### config.mk
export PLATFORM = sky130hd
export DESIGN_NAME = cpu_launch_cfg
export DESIGN_NICKNAME = d
export VERILOG_FILES = /design/src/rtl/clc_pkg.sv /design/src/rtl/clc_addr_decode.sv /design/src/rtl/clc_cfg_store.sv /design/src/rtl/clc_read_mux.sv /design/src/rtl/clc_launch_gen.sv /design/src/rtl/cpu_launch_cfg.sv
export SDC_FILE = /design/constraint.sdc
export NUM_CORES = 1
export LEC_CHECK = 0
export CAP_MARGIN = 5
export CORE_ASPECT_RATIO = 0.5
export CORE_MARGIN = 5
export CORE_UTILIZATION = 40
export CTS_CLUSTER_DIAMETER = 200
export CTS_CLUSTER_SIZE = 28
export DETAILED_ROUTE_END_ITERATION = 8
export PLACE_DENSITY = 0.71
export SYNTH_ARGS = -nofsm -noshare
export SYNTH_HDL_FRONTEND = slang
export SYNTH_SLANG_ARGS = --single-unit
### constraint.sdc
create_clock -name clk -period 1.3 [get_ports clk]
set_input_delay 0.26 -clock clk [delete_from_list [all_inputs] [get_ports clk]]
set_output_delay 0.26 -clock clk [all_outputs]
set_load 0.01 [all_outputs]
### src/rtl/clc_pkg.sv
package clc_pkg;

  typedef enum logic [3:0] {
    K_GLB_RST,
    K_CORE_RST,
    K_CORE_CTL,
    K_CORE_STS,
    K_SYS_RST,
    K_CLK_GATE,
    K_GEN_CTL,
    K_STANDBY,
    K_ENTRY,
    K_UNIMPL,
    K_BAD
  } reg_kind_e;

  // Register offsets (byte addresses inside the window)
  localparam int unsigned OFS_GLB_RST     = 'h000;
  localparam int unsigned OFS_CORE_BASE   = 'h040;
  localparam int unsigned OFS_CORE_STRIDE = 'h040;
  localparam int unsigned SUB_RST         = 'h0;
  localparam int unsigned SUB_CTL         = 'h4;
  localparam int unsigned SUB_STS         = 'h8;
  localparam int unsigned OFS_SYS_RST     = 'h140;
  localparam int unsigned OFS_CLK_GATE    = 'h144;
  localparam int unsigned OFS_GEN_CTL     = 'h184;
  localparam int unsigned OFS_STANDBY     = 'h1A0;
  localparam int unsigned OFS_ENTRY       = 'h1A4;
  localparam int unsigned OFS_DEBUG       = 'h1E4;
  localparam int unsigned OFS_CNT_CTL     = 'h280;
  localparam int unsigned OFS_CNT_LO      = 'h284;
  localparam int unsigned OFS_CNT_HI      = 'h288;

  // Fixed read values
  localparam logic [31:0] VAL_RST_RELEASED  = 32'h0000_0001;
  localparam logic [31:0] VAL_CORE_RELEASED = 32'h0000_0003;
  localparam logic [31:0] VAL_CORE_SMP      = 32'h0000_0001;
  localparam logic [31:0] VAL_CLK_ENABLED   = 32'h0000_010F;

  // Reset values of stored words
  localparam logic [31:0] RST_GEN_CTL = 32'h0000_0020;

endpackage

### src/rtl/clc_addr_decode.sv
module clc_addr_decode
  import clc_pkg::*;
#(
  parameter int unsigned ADDR_W    = 10,
  parameter int unsigned NUM_CORES = 4,
  parameter int unsigned CORE_W    = (NUM_CORES > 1) ? $clog2(NUM_CORES) : 1
) (
  input  logic [ADDR_W-1:0] addr,
  output reg_kind_e         kind,
  output logic [CORE_W-1:0] core_idx
);

  logic [NUM_CORES-1:0] hit_rst;
  logic [NUM_CORES-1:0] hit_ctl;
  logic [NUM_CORES-1:0] hit_sts;

  for (genvar n = 0; n < NUM_CORES; n++) begin : g_core_hit
    localparam int unsigned BASE_N = OFS_CORE_BASE + OFS_CORE_STRIDE * n;
    assign hit_rst[n] = (addr == ADDR_W'(BASE_N + SUB_RST));
    assign hit_ctl[n] = (addr == ADDR_W'(BASE_N + SUB_CTL));
    assign hit_sts[n] = (addr == ADDR_W'(BASE_N + SUB_STS));
  end

  // Core index of a reset hit: equals (offset - base) / stride
  always_comb begin
    core_idx = '0;
    for (int n = 0; n < NUM_CORES; n++) begin
      if (hit_rst[n]) core_idx = core_idx | CORE_W'(n);
    end
  end

  always_comb begin
    kind = K_BAD;
    if (addr[1:0] != 2'b00) begin
      kind = K_BAD;
    end else if (|hit_rst) begin
      kind = K_CORE_RST;
    end else if (|hit_ctl) begin
      kind = K_CORE_CTL;
    end else if (|hit_sts) begin
      kind = K_CORE_STS;
    end else begin
      case (addr)
        ADDR_W'(OFS_GLB_RST):  kind = K_GLB_RST;
        ADDR_W'(OFS_SYS_RST):  kind = K_SYS_RST;
        ADDR_W'(OFS_CLK_GATE): kind = K_CLK_GATE;
        ADDR_W'(OFS_GEN_CTL):  kind = K_GEN_CTL;
        ADDR_W'(OFS_STANDBY):  kind = K_STANDBY;
        ADDR_W'(OFS_ENTRY):    kind = K_ENTRY;
        ADDR_W'(OFS_DEBUG),
        ADDR_W'(OFS_CNT_CTL),
        ADDR_W'(OFS_CNT_LO),
        ADDR_W'(OFS_CNT_HI):   kind = K_UNIMPL;
        default:               kind = K_BAD;
      endcase
    end
  end

  always_comb begin
    assert ($onehot0({|hit_rst, |hit_ctl, |hit_sts}))
      else $error("AST_CORE_SLOT_UNIQUE");
  end

endmodule

### src/rtl/clc_cfg_store.sv
module clc_cfg_store #(
  parameter int unsigned      DATA_W  = 32,
  parameter logic [DATA_W-1:0] GEN_RST = DATA_W'(32'h20)
) (
  input  logic              clk,
  input  logic              rst_n,
  input  logic              gen_we,
  input  logic              stby_we,
  input  logic              entry_we,
  input  logic [DATA_W-1:0] wdata,
  output logic [DATA_W-1:0] gen_q,
  output logic [DATA_W-1:0] stby_q,
  output logic [DATA_W-1:0] entry_q
);

  logic [DATA_W-1:0] gen_d, stby_d, entry_d;

  always_comb begin
    gen_d   = gen_we   ? wdata : gen_q;
    stby_d  = stby_we  ? wdata : stby_q;
    entry_d = entry_we ? wdata : entry_q;
  end

  always_ff @(posedge clk or negedge rst_n) begin
    if (!rst_n) begin
      gen_q   <= GEN_RST;
      stby_q  <= '0;
      entry_q <= '0;
    end else begin
      gen_q   <= gen_d;
      stby_q  <= stby_d;
      entry_q <= entry_d;
    end
  end

  AST_GEN_HOLD: assert property (@(posedge clk) disable iff (!rst_n)
    !$past(gen_we) |-> $stable(gen_q)) else $error("AST_GEN_HOLD");
  AST_STBY_HOLD: assert property (@(posedge clk) disable iff (!rst_n)
    !$past(stby_we) |-> $stable(stby_q)) else $error("AST_STBY_HOLD");
  AST_ENTRY_HOLD: assert property (@(posedge clk) disable iff (!rst_n)
    !$past(entry_we) |-> $stable(entry_q)) else $error("AST_ENTRY_HOLD");

endmodule

### src/rtl/clc_read_mux.sv
module clc_read_mux
  import clc_pkg::*;
#(
  parameter int unsigned DATA_W = 32
) (
  input  reg_kind_e         kind,
  input  logic [DATA_W-1:0] gen_q,
  input  logic [DATA_W-1:0] stby_q,
  input  logic [DATA_W-1:0] entry_q,
  output logic [DATA_W-1:0] rdata
);

  always_comb begin
    unique case (kind)
      K_GLB_RST,
      K_SYS_RST:   rdata = DATA_W'(VAL_RST_RELEASED);
      K_CORE_RST:  rdata = DATA_W'(VAL_CORE_RELEASED);
      K_CORE_STS:  rdata = DATA_W'(VAL_CORE_SMP);
      K_CLK_GATE:  rdata = DATA_W'(VAL_CLK_ENABLED);
      K_GEN_CTL:   rdata = gen_q;
      K_STANDBY:   rdata = stby_q;
      K_ENTRY:     rdata = entry_q;
      default:     rdata = '0; // core control, unimplemented, bad
    endcase
  end

endmodule

### src/rtl/clc_launch_gen.sv
module clc_launch_gen #(
  parameter int unsigned NUM_CORES   = 4,
  parameter int unsigned CORE_W      = (NUM_CORES > 1) ? $clog2(NUM_CORES) : 1,
  parameter int unsigned DATA_W      = 32,
  parameter int unsigned LVL_W       = 2,
  parameter int unsigned START_LEVEL = 3
) (
  input  logic                 clk,
  input  logic                 rst_n,
  input  logic                 fire,
  input  logic [CORE_W-1:0]    core_idx,
  input  logic [DATA_W-1:0]    entry_q,
  output logic [NUM_CORES-1:0] launch_req,
  output logic [DATA_W-1:0]    launch_pc,
  output logic [LVL_W-1:0]     launch_level
);

  logic [NUM_CORES-1:0] req_d;

  always_comb begin
    req_d = '0;
    if (fire) req_d = NUM_CORES'(1) << core_idx;
  end

  always_ff @(posedge clk or negedge rst_n) begin
    if (!rst_n) launch_req <= '0;
    else        launch_req <= req_d;
  end

  assign launch_pc    = entry_q;
  assign launch_level = LVL_W'(START_LEVEL);

  AST_REQ_ONEHOT: assert property (@(posedge clk) disable iff (!rst_n)
    $onehot0(launch_req)) else $error("AST_REQ_ONEHOT");
  AST_REQ_CAUSE: assert property (@(posedge clk) disable iff (!rst_n)
    (|launch_req) |-> $past(fire)) else $error("AST_REQ_CAUSE");
  AST_PC_HELD: assert property (@(posedge clk) disable iff (!rst_n)
    (|launch_req) |-> (launch_pc == $past(entry_q))) else $error("AST_PC_HELD");

endmodule

### src/rtl/cpu_launch_cfg.sv
module cpu_launch_cfg
  import clc_pkg::*;
#(
  parameter int unsigned ADDR_W      = 10,
  parameter int unsigned DATA_W      = 32,
  parameter int unsigned NUM_CORES   = 4,
  parameter int unsigned LVL_W       = 2,
  parameter int unsigned START_LEVEL = 3
) (
  input  logic                 clk,
  input  logic                 rst_n,
  input  logic                 bus_wr,
  input  logic                 bus_rd,
  input  logic [ADDR_W-1:0]    bus_addr,
  input  logic [DATA_W-1:0]    bus_wdata,
  output logic [DATA_W-1:0]    bus_rdata,
  output logic                 bus_rvalid,
  output logic                 err_unimpl,
  output logic                 err_badaddr,
  output logic [NUM_CORES-1:0] launch_req,
  output logic [DATA_W-1:0]    launch_pc,
  output logic [LVL_W-1:0]     launch_level
);

  localparam int unsigned CORE_W = (NUM_CORES > 1) ? $clog2(NUM_CORES) : 1;

  reg_kind_e         kind;
  logic [CORE_W-1:0] core_idx;
  logic [DATA_W-1:0] gen_q, stby_q, entry_q;
  logic [DATA_W-1:0] rdata_d;
  logic              gen_we, stby_we, entry_we, fire;
  logic              access;

  clc_addr_decode #(.ADDR_W(ADDR_W), .NUM_CORES(NUM_CORES), .CORE_W(CORE_W)) u_decode (
    .addr     (bus_addr),
    .kind     (kind),
    .core_idx (core_idx)
  );

  always_comb begin
    gen_we   = bus_wr && (kind == K_GEN_CTL);
    stby_we  = bus_wr && (kind == K_STANDBY);
    entry_we = bus_wr && (kind == K_ENTRY);
    fire     = bus_wr && (kind == K_CORE_RST) && (bus_wdata != '0);
    access   = bus_wr || bus_rd;
  end

  clc_cfg_store #(.DATA_W(DATA_W), .GEN_RST(DATA_W'(RST_GEN_CTL))) u_store (
    .clk      (clk),
    .rst_n    (rst_n),
    .gen_we   (gen_we),
    .stby_we  (stby_we),
    .entry_we (entry_we),
    .wdata    (bus_wdata),
    .gen_q    (gen_q),
    .stby_q   (stby_q),
    .entry_q  (entry_q)
  );

  clc_read_mux #(.DATA_W(DATA_W)) u_rmux (
    .kind    (kind),
    .gen_q   (gen_q),
    .stby_q  (stby_q),
    .entry_q (entry_q),
    .rdata   (rdata_d)
  );

  clc_launch_gen #(
    .NUM_CORES(NUM_CORES), .CORE_W(CORE_W), .DATA_W(DATA_W),
    .LVL_W(LVL_W), .START_LEVEL(START_LEVEL)
  ) u_launch (
    .clk          (clk),
    .rst_n        (rst_n),
    .fire         (fire),
    .core_idx     (core_idx),
    .entry_q      (entry_q),
    .launch_req   (launch_req),
    .launch_pc    (launch_pc),
    .launch_level (launch_level)
  );

  // Bus response registers
  logic [DATA_W-1:0] rdata_nx;
  logic              rvalid_nx, unimpl_nx, bad_nx;

  always_comb begin
    rdata_nx  = bus_rd ? rdata_d : bus_rdata;
    rvalid_nx = bus_rd;
    unimpl_nx = access && (kind == K_UNIMPL);
    bad_nx    = access && (kind == K_BAD);
  end

  always_ff @(posedge clk or negedge rst_n) begin
    if (!rst_n) begin
      bus_rdata   <= '0;
      bus_rvalid  <= 1'b0;
      err_unimpl  <= 1'b0;
      err_badaddr <= 1'b0;
    end else begin
      bus_rdata   <= rdata_nx;
      bus_rvalid  <= rvalid_nx;
      err_unimpl  <= unimpl_nx;
      err_badaddr <= bad_nx;
    end
  end

  AST_RVALID_CAUSE: assert property (@(posedge clk) disable iff (!rst_n)
    bus_rvalid |-> $past(bus_rd)) else $error("AST_RVALID_CAUSE");
  AST_ERR_EXCL: assert property (@(posedge clk) disable iff (!rst_n)
    !(err_unimpl && err_badaddr)) else $error("AST_ERR_EXCL");
  AST_BAD_READ_ZERO: assert property (@(posedge clk) disable iff (!rst_n)
    (bus_rvalid && err_badaddr) |-> (bus_rdata == '0)) else $error("AST_BAD_READ_ZERO");
  AST_UNIMPL_READ_ZERO: assert property (@(posedge clk) disable iff (!rst_n)
    (bus_rvalid && err_unimpl) |-> (bus_rdata == '0)) else $error("AST_UNIMPL_READ_ZERO");

endmodule

==> results of run 1 <==
==> what timing repair did <==
action | 4_1_cts | 5_1_grt
hold endpoints to repair | 98 | 0
pin swaps | 27 | 32
hold buffers | 1 | 0
gates resized for setup | 435 | 110
cloned | 11 | 4
endpoints found under the setup margin | 205 | 176
buffers inserted | 46 | 19
==> state kept, by name (all words and copies together) (netlist names) <==
register             count
bus_rvalid               1
err_unimpl               1
u_store.entry_q         32
u_launch.launch_req      4
bus_rdata               32
err_badaddr              1
u_store.gen_q           32
u_store.stby_q          32
==> per-stage QoR <==
step / hold WS [ps] / instance area [um2]
floorplan: -35.6 / 5840
detailed placement: 126 / 7700
global route: 138 / 9430
finish: 136 / 9430
CTS: 123 / 9400
global placement: 124 / 7700
==> power by group <==
part	switching [mW]	total, mW	internal [mW]
sequential	0.0732	4.39	4.32
clock	1.91	5.08	3.17
combinational	0.497	0.946	0.448
==> cells by family (layout without fill, tap and decap cells) <==
logic type / after synthesis / in the layout / share of synthesized area, %
buf+inv: 31 / 292 / 2.66
compound gates: 88 / 88 / 11.0
other cells: 1 / 2 / 0.0648
flops: 135 / 135 / 58.4
mux: 97 / 97 / 18.9
simple gates: 97 / 97 / 8.70
xor+xnor: 2 / 2 / 0.303
==> worst max path at each step <==
| stage | startpoint | end | slack (ps) | cells after the start |
|---|---|---|---|---|
| floorplan | bus_addr[8] | bus_rdata[0] | -450 | 7 |
| global placement | bus_addr[8] | bus_rdata[0] | -910 | 7 |
| detailed placement | bus_addr[8] | err_badaddr | -940 | 7 |
| CTS | bus_addr[1] | u_store.stby_q[30] | -160 | 10 |
| global route | u_store.entry_q[0] | bus_rdata[0] | -220 | 6 |
| finish | bus_addr[1] | u_store.entry_q[8] | -200 | 10 |
==> layout make-up <==
class / count / area [um2] / area share (%)
multi-input cells: 286 / 2860 / 30.3
well taps: 198 / 248 / 2.63
repair buffers: 259 / 2320 / 24.6
flip-flops and latches: 135 / 3380 / 35.9
clock buffers: 21 / 470 / 4.99
inverters: 1 / 3.75 / 0.0398
clock inverters: 11 / 146 / 1.55
==> Yosys cell counts, types with 2 or more instances <==
library cell	instances
a21boi_0	2
mux2_1	96
nand2_2	3
clkbuf_1	9
a211oi_1	2
a221oi_1	2
nor3_1	5
nor4_1	8
a222oi_1	13
buf_2	18
dfrtp_1	134
nor2_1	40
nand4_1	4
nand2b_1	4
xor2_1	2
nor3_4	2
a22oi_1	18
a31oi_1	18
nand3_1	2
and2_1	2
o21ai_1	2
nand2_1	20
a21oi_1	21
buf_4	2
==> per-layer routing <==
layer | global-route usage [%] | vias to the layer above
li1 | - | 2177
met1 | 28.6 | 2592
met2 | 38.5 | 189
met3 | 5.56 | 55
met4 | 8.93 | 0
met5 | 0 | -
==> critical path: cells and delay by family <==
kind / cells / cell delay (ps)
AND/OR/NAND/NOR: 4 / 530
multiplexers: 1 / 300
buffers and inverters: 5 / 710
==> summary.md, run 1 <==
| Metric | Value |
|---|---|
| WL met3 | 1180 um |
| Post-Place Setup Slack | -937 ps |
| Reg2reg path depth | 6 |
| FF-to-FF setup slack | -170 ps |
| ANT nets after route | 0 |
| Syn_area_per_cell | 12.8 um2 |
| Area Overhead vs Synth | 63.0% |
| Met1 wire length | 8830 um |
| Top Metal Used | met4 |
| Hold Crit Start | bus_addr[8] |
| Setup violation total in the final timing report | 127 |
| Vias in the first global route | 5252 |
| Core Area | 14300 um2 |
| H-tree depth | 4 |
| Synth async-reset ratio | 100% |
| Setup TNS | -14590 ps |
| Synth area leader | dfrtp_1 |
| Critical Path RT | 1600 ps |
| Failing checks | negative setup slack |
| Total global routing overflow | 0 |
| Power density cells | 1110 nW/um2 |
| Leakage | 4.89 nW |
| CTS sink count | 135 |
| Die H | 95.0 um |
| Via count | 5013 |
| Pin count of the biggest net entering global routing | 54 |
| Synth top area share | 58.0% |
| CTS tree | built |
| Count of final hold-check violations | 0 |
| Post-synthesis sequential area ratio | 58.4% |
| First-pass GRT wire length | 29900 um |
| Port buffer count | 116 |
| Row cnt | 31 |
| Crit Path Class | in2reg |
| Max Fclk | 668 MHz |
| Yosys reg bits | 135 |
| Post-layout worst setup margin | -197 ps |
| Yosys warns | 0 |
| Total CTS buffers | 17 |
| RSZ-0062 raised after global routing | yes |
| Skew-Pair Late Insertion Delay | 430 ps |
| IO Count | 119 |
| Startpoint Class | input port |
| Layout net count | 746 |
| FILL cells | 972 |
| Die ar. | 17100 um2 |
| Root buf cell | clkbuf_16 |
| Met2 WL | 9950 um |
| Largest cells by area after synthesis | dfrtp_1 58%, mux2_1 19%, nor2_1 2.6% |
| Critical Path Fanout Max | 6 |
| Cell area after synthesis | 5780 um2 |
| DR WL/cell | 22.6 um |
| Synth Instances | 451 |
| DRC viols | 0 |
| Min-Delay Path Class | in2reg |
| Clk_skew | 6.87 ps |
| Antenna cells | 0 |
| Crit end category | flop |
| Initial Util | 40.4% |
| Worst r2r src | u_store.entry_q[0] |
| DR pass1 iterations | 7 |
| Data arrival, critical path | 1800 ps |
| Non-Filler Instances | 911 |
| Via density | 5.50 |
| Placed cell count | 806 |
| Layout Utilization | 65.9% |
| CP max stage delay | 300 ps |
| Design Power | 10.4 mW |
| Worst r2r dst | bus_rdata[0] |
| Reg clk slew, reported paths | 60 ps |
| Max-slew violation count | 0 |
| Most common cell after layout, fill and taps aside | dfrtp_1 |
| Max VDD drop | 0.704 mV |
| EDFF count, synth | 0 |
| GRT Overall Usage | 22.7% |
| Initial antenna violation count | 0 |
| Hold Crit Depth | 3 |
| Fraction of layout cells with a size suffix above 1 | 56.0% |
| HPWL after DPL | 10600 um |
| Synth cell types | 46 |
| WL final | 20600 um |
| GPL Wtd Cong | 0.792 |
| Hold Path End | u_launch.launch_req[1] |
| CP Cell Sequence | buf_8 -> nor3_4 -> buf_6 -> nand2_4 -> buf_6 -> nor3_4 -> nand2_4 -> buf_12 -> buf_16 -> mux2_4 |
| Status | finished with violations |
| 1st-iter DRT viols | 390 |
| Clock buffer depth | 2 |
| Ys flop type | dfrtp_1 |
| Crit share post-route | 115% |
| Most frequent cells in the layout | 134 x dfrtp_1, 98 x buf_4, 96 x mux2_4 |
| Die Wd | 180 um |
| Max cap viols | 0 |
| Slowest-stage cell, CP | mux2_4 |
| Fin crit period | 1500 ps |
Note: power is estimated with default switching activity, not from simulation.
==> run 2: changes to the inputs <==
--- a/config.mk
+++ b/config.mk
@@ -7,12 +7,13 @@
 export LEC_CHECK = 0
 export CAP_MARGIN = 5
 export CORE_ASPECT_RATIO = 0.5
-export CORE_MARGIN = 5
+export CORE_MARGIN = 1
 export CORE_UTILIZATION = 40
 export CTS_CLUSTER_DIAMETER = 200
 export CTS_CLUSTER_SIZE = 28
 export DETAILED_ROUTE_END_ITERATION = 8
-export PLACE_DENSITY = 0.71
+export DONT_BUFFER_PORTS = 1
+export PLACE_DENSITY = 0.6
 export SYNTH_ARGS = -nofsm -noshare
 export SYNTH_HDL_FRONTEND = slang
 export SYNTH_SLANG_ARGS = --single-unit
==> summary.md, run 2 (same netlist as run 1, synthesis figures left out) <==
| Metric | Value |
|---|---|
| Status | finished with violations |
| Die H | 87.0 um (-8.4%) |
| Worst r2r dst | bus_rdata[0] |
| GRT Overall Usage | 21.4% (-1.3 points) |
| CTS tree | built |
| Die ar. | 15000 um2 (-12%) |
| Skew-Pair Late Insertion Delay | 410 ps (-20 ps) |
| RSZ-0062 raised after global routing | yes |
| Clk_skew | 6.85 ps (-0.0273 ps) |
| Max VDD drop | 0.856 mV (+22%) |
| Reg2reg path depth | 5 (-1) |
| Root buf cell | clkbuf_16 |
| DR WL/cell | 21.1 um (-6.8%) |
| Max Fclk | 726 MHz (+8.6%) |
| Via count | 3977 (-21%) |
| Fraction of layout cells with a size suffix above 1 | 16.7% (-39 points) |
| CP Cell Sequence | or3_4 -> and4b_4 -> a21bo_4 -> a221oi_4 -> o211a_1 -> and2b_1 |
| Failing checks | negative hold slack, negative setup slack |
| Max cap viols | 0 (unchanged) |
| Reg clk slew, reported paths | 60 ps (about the same) |
| Initial antenna violation count | 0 (unchanged) |
| Pin count of the biggest net entering global routing | 136 (+150%) |
| Leakage | 3.42 nW (-30%) |
| Setup violation total in the final timing report | 2 (-98%) |
| FILL cells | 1211 (+25%) |
| 1st-iter DRT viols | 386 (-1.0%) |
| Die Wd | 172 um (-4.4%) |
| Setup TNS | -156 ps (+14440 ps) |
| Post-layout worst setup margin | -78.1 ps (+119 ps) |
| Crit share post-route | 106% (-9.1 points) |
| Critical Path Fanout Max | 11 (+5) |
| HPWL after DPL | 8800 um (-17%) |
| GPL Wtd Cong | 0.868 (+9.6%) |
| Startpoint Class | input port |
| Row cnt | 30 (-3.2%) |
| Fin crit period | 1380 ps (-119 ps) |
| H-tree depth | 4 (unchanged) |
| Placed cell count | 642 (-20%) |
| Hold WS | -455 ps (-591 ps) |
| Crit end category | flop |
| Antenna cells | 0 (unchanged) |
| Critical Path RT | 1640 ps (+40 ps) |
| FF-to-FF setup slack | 110 ps (+280 ps) |
| Core Area | 13800 um2 (-3.5%) |
| IO Count | 119 (unchanged) |
| Crit path from | bus_addr[6] |
| Hold Buf Count CTS | 37 (+36) |
| Total CTS buffers | 17 (unchanged) |
| Data arrival, critical path | 1720 ps (-80 ps) |
| Non-Filler Instances | 712 (-22%) |
| DR pass1 iterations | 5 (-2) |
| Layout Utilization | 52.5% (-13 points) |
| Layout net count | 553 (-26%) |
| Worst r2r src | u_store.gen_q[0] |
| First-pass GRT wire length | 23700 um (-21%) |
| Post-route design area | 7250 um2 (-23%) |
| Clock buffer depth | 2 (unchanged) |
| Max-slew violation count | 0 (unchanged) |
| Placed Instance Area | 6180 um2 (-20%) |
| Crit Path Class | in2reg |
| CTS sink count | 135 (unchanged) |
| ANT nets after route | 0 (unchanged) |
| DRC viols | 0 (unchanged) |
| Vias in the first global route | 4049 (-23%) |
| Initial Util | 41.9% (+1.5 points) |
| Min-Delay Path Class | in2async |
| WL final | 15000 um (-27%) |
| Most frequent cells in the layout | 134 x dfrtp_1, 96 x mux2_1, 39 x nor2_1 |
| Total global routing overflow | 0 (unchanged) |
| Power density cells | 1360 nW/um2 (+23%) |
| Area Overhead vs Synth | 25.4% |
| Count of final hold-check violations | 135 (+135) |
| Port buffer count | 0 (-100%) |
| CP max stage delay | 370 ps (+70 ps) |
| Most common cell after layout, fill and taps aside | dfrtp_1 |
| Via density | 5.59 (+1.5%) |
| Slowest-stage cell, CP | or3_4 |
==> run 2: cell types whose count changed in the layout (fill, tap and decap cells not counted), sizes merged <==
cell,change
clkbuf,-19
clkdlybuf4s15,-7
dlygate4sd2,-22
buf,-176
clkinvlp,-2
dlygate4sd3,+35
dlymetal6s2s,-1
clkdlybuf4s50,-3
clkinv,+2
==> run 2: what timing repair did <==
action                     4_1_cts  5_1_grt
setup endpoints to repair        2      103
resized for setup                0       11
hold endpoints to repair       266      135
setup buffers                    0        1
==> run 2: how the worst max path moves through the flow <==
stage                   end  slack (ps)
6_report        err_badaddr         -80
5_1_grt         err_badaddr        -130
4_1_cts        bus_rdata[0]         -40
3_5_place_dp   bus_rdata[0]        -460
3_3_place_gp   bus_rdata[0]        -410
2_1_floorplan  bus_rdata[0]        -450
==> run 2: per-layer routing <==
| metal | GRT usage [%] | wire length [um] |
|---|---|---|
| met5 | 0 | 0 |
| met4 | 6.28 | 144 |
| met3 | 5.68 | 919 |
| met2 | 31.9 | 6850 |
| met1 | 30.5 | 7090 |
==> run 2: worst max-delay path, delay by kind of cell <==
| family | cells | cell delay (ps) |
|---|---|---|
| and+or+nand+nor | 3 | 700 |
| AOI/OAI and AO/OA | 3 | 760 |
==> run 2: layout make-up <==
class	count	area [um2]	area share, %
Clock buffer	21	480	6.62
Multi-Input combinational cell	286	2330	32.1
Sequential cell	135	3380	46.6
Tap cell	192	240	3.31
Timing Repair Buffer	66	673	9.28
Clock inverter	11	145	2.00
Inverter	1	3.75	0.0518
==> run 2: where the power goes <==
| part | switching (mW) | total [mW] | internal, mW |
|---|---|---|---|
| clock | 1.82 | 5.05 | 3.23 |
| sequential | 0.126 | 4.45 | 4.32 |
| combinational | 0.154 | 0.350 | 0.196 |
| total | 2.10 | 9.84 | 7.74 |
==> run 2: stage by stage <==
step                      power [mW]  setup WS (ps)
after floorplan                 4.71           -455
after global placement          4.72           -408
after detailed placement        4.73           -463
after CTS                       9.93          -37.4
after global routing            10.2           -130
final                           9.84          -78.1
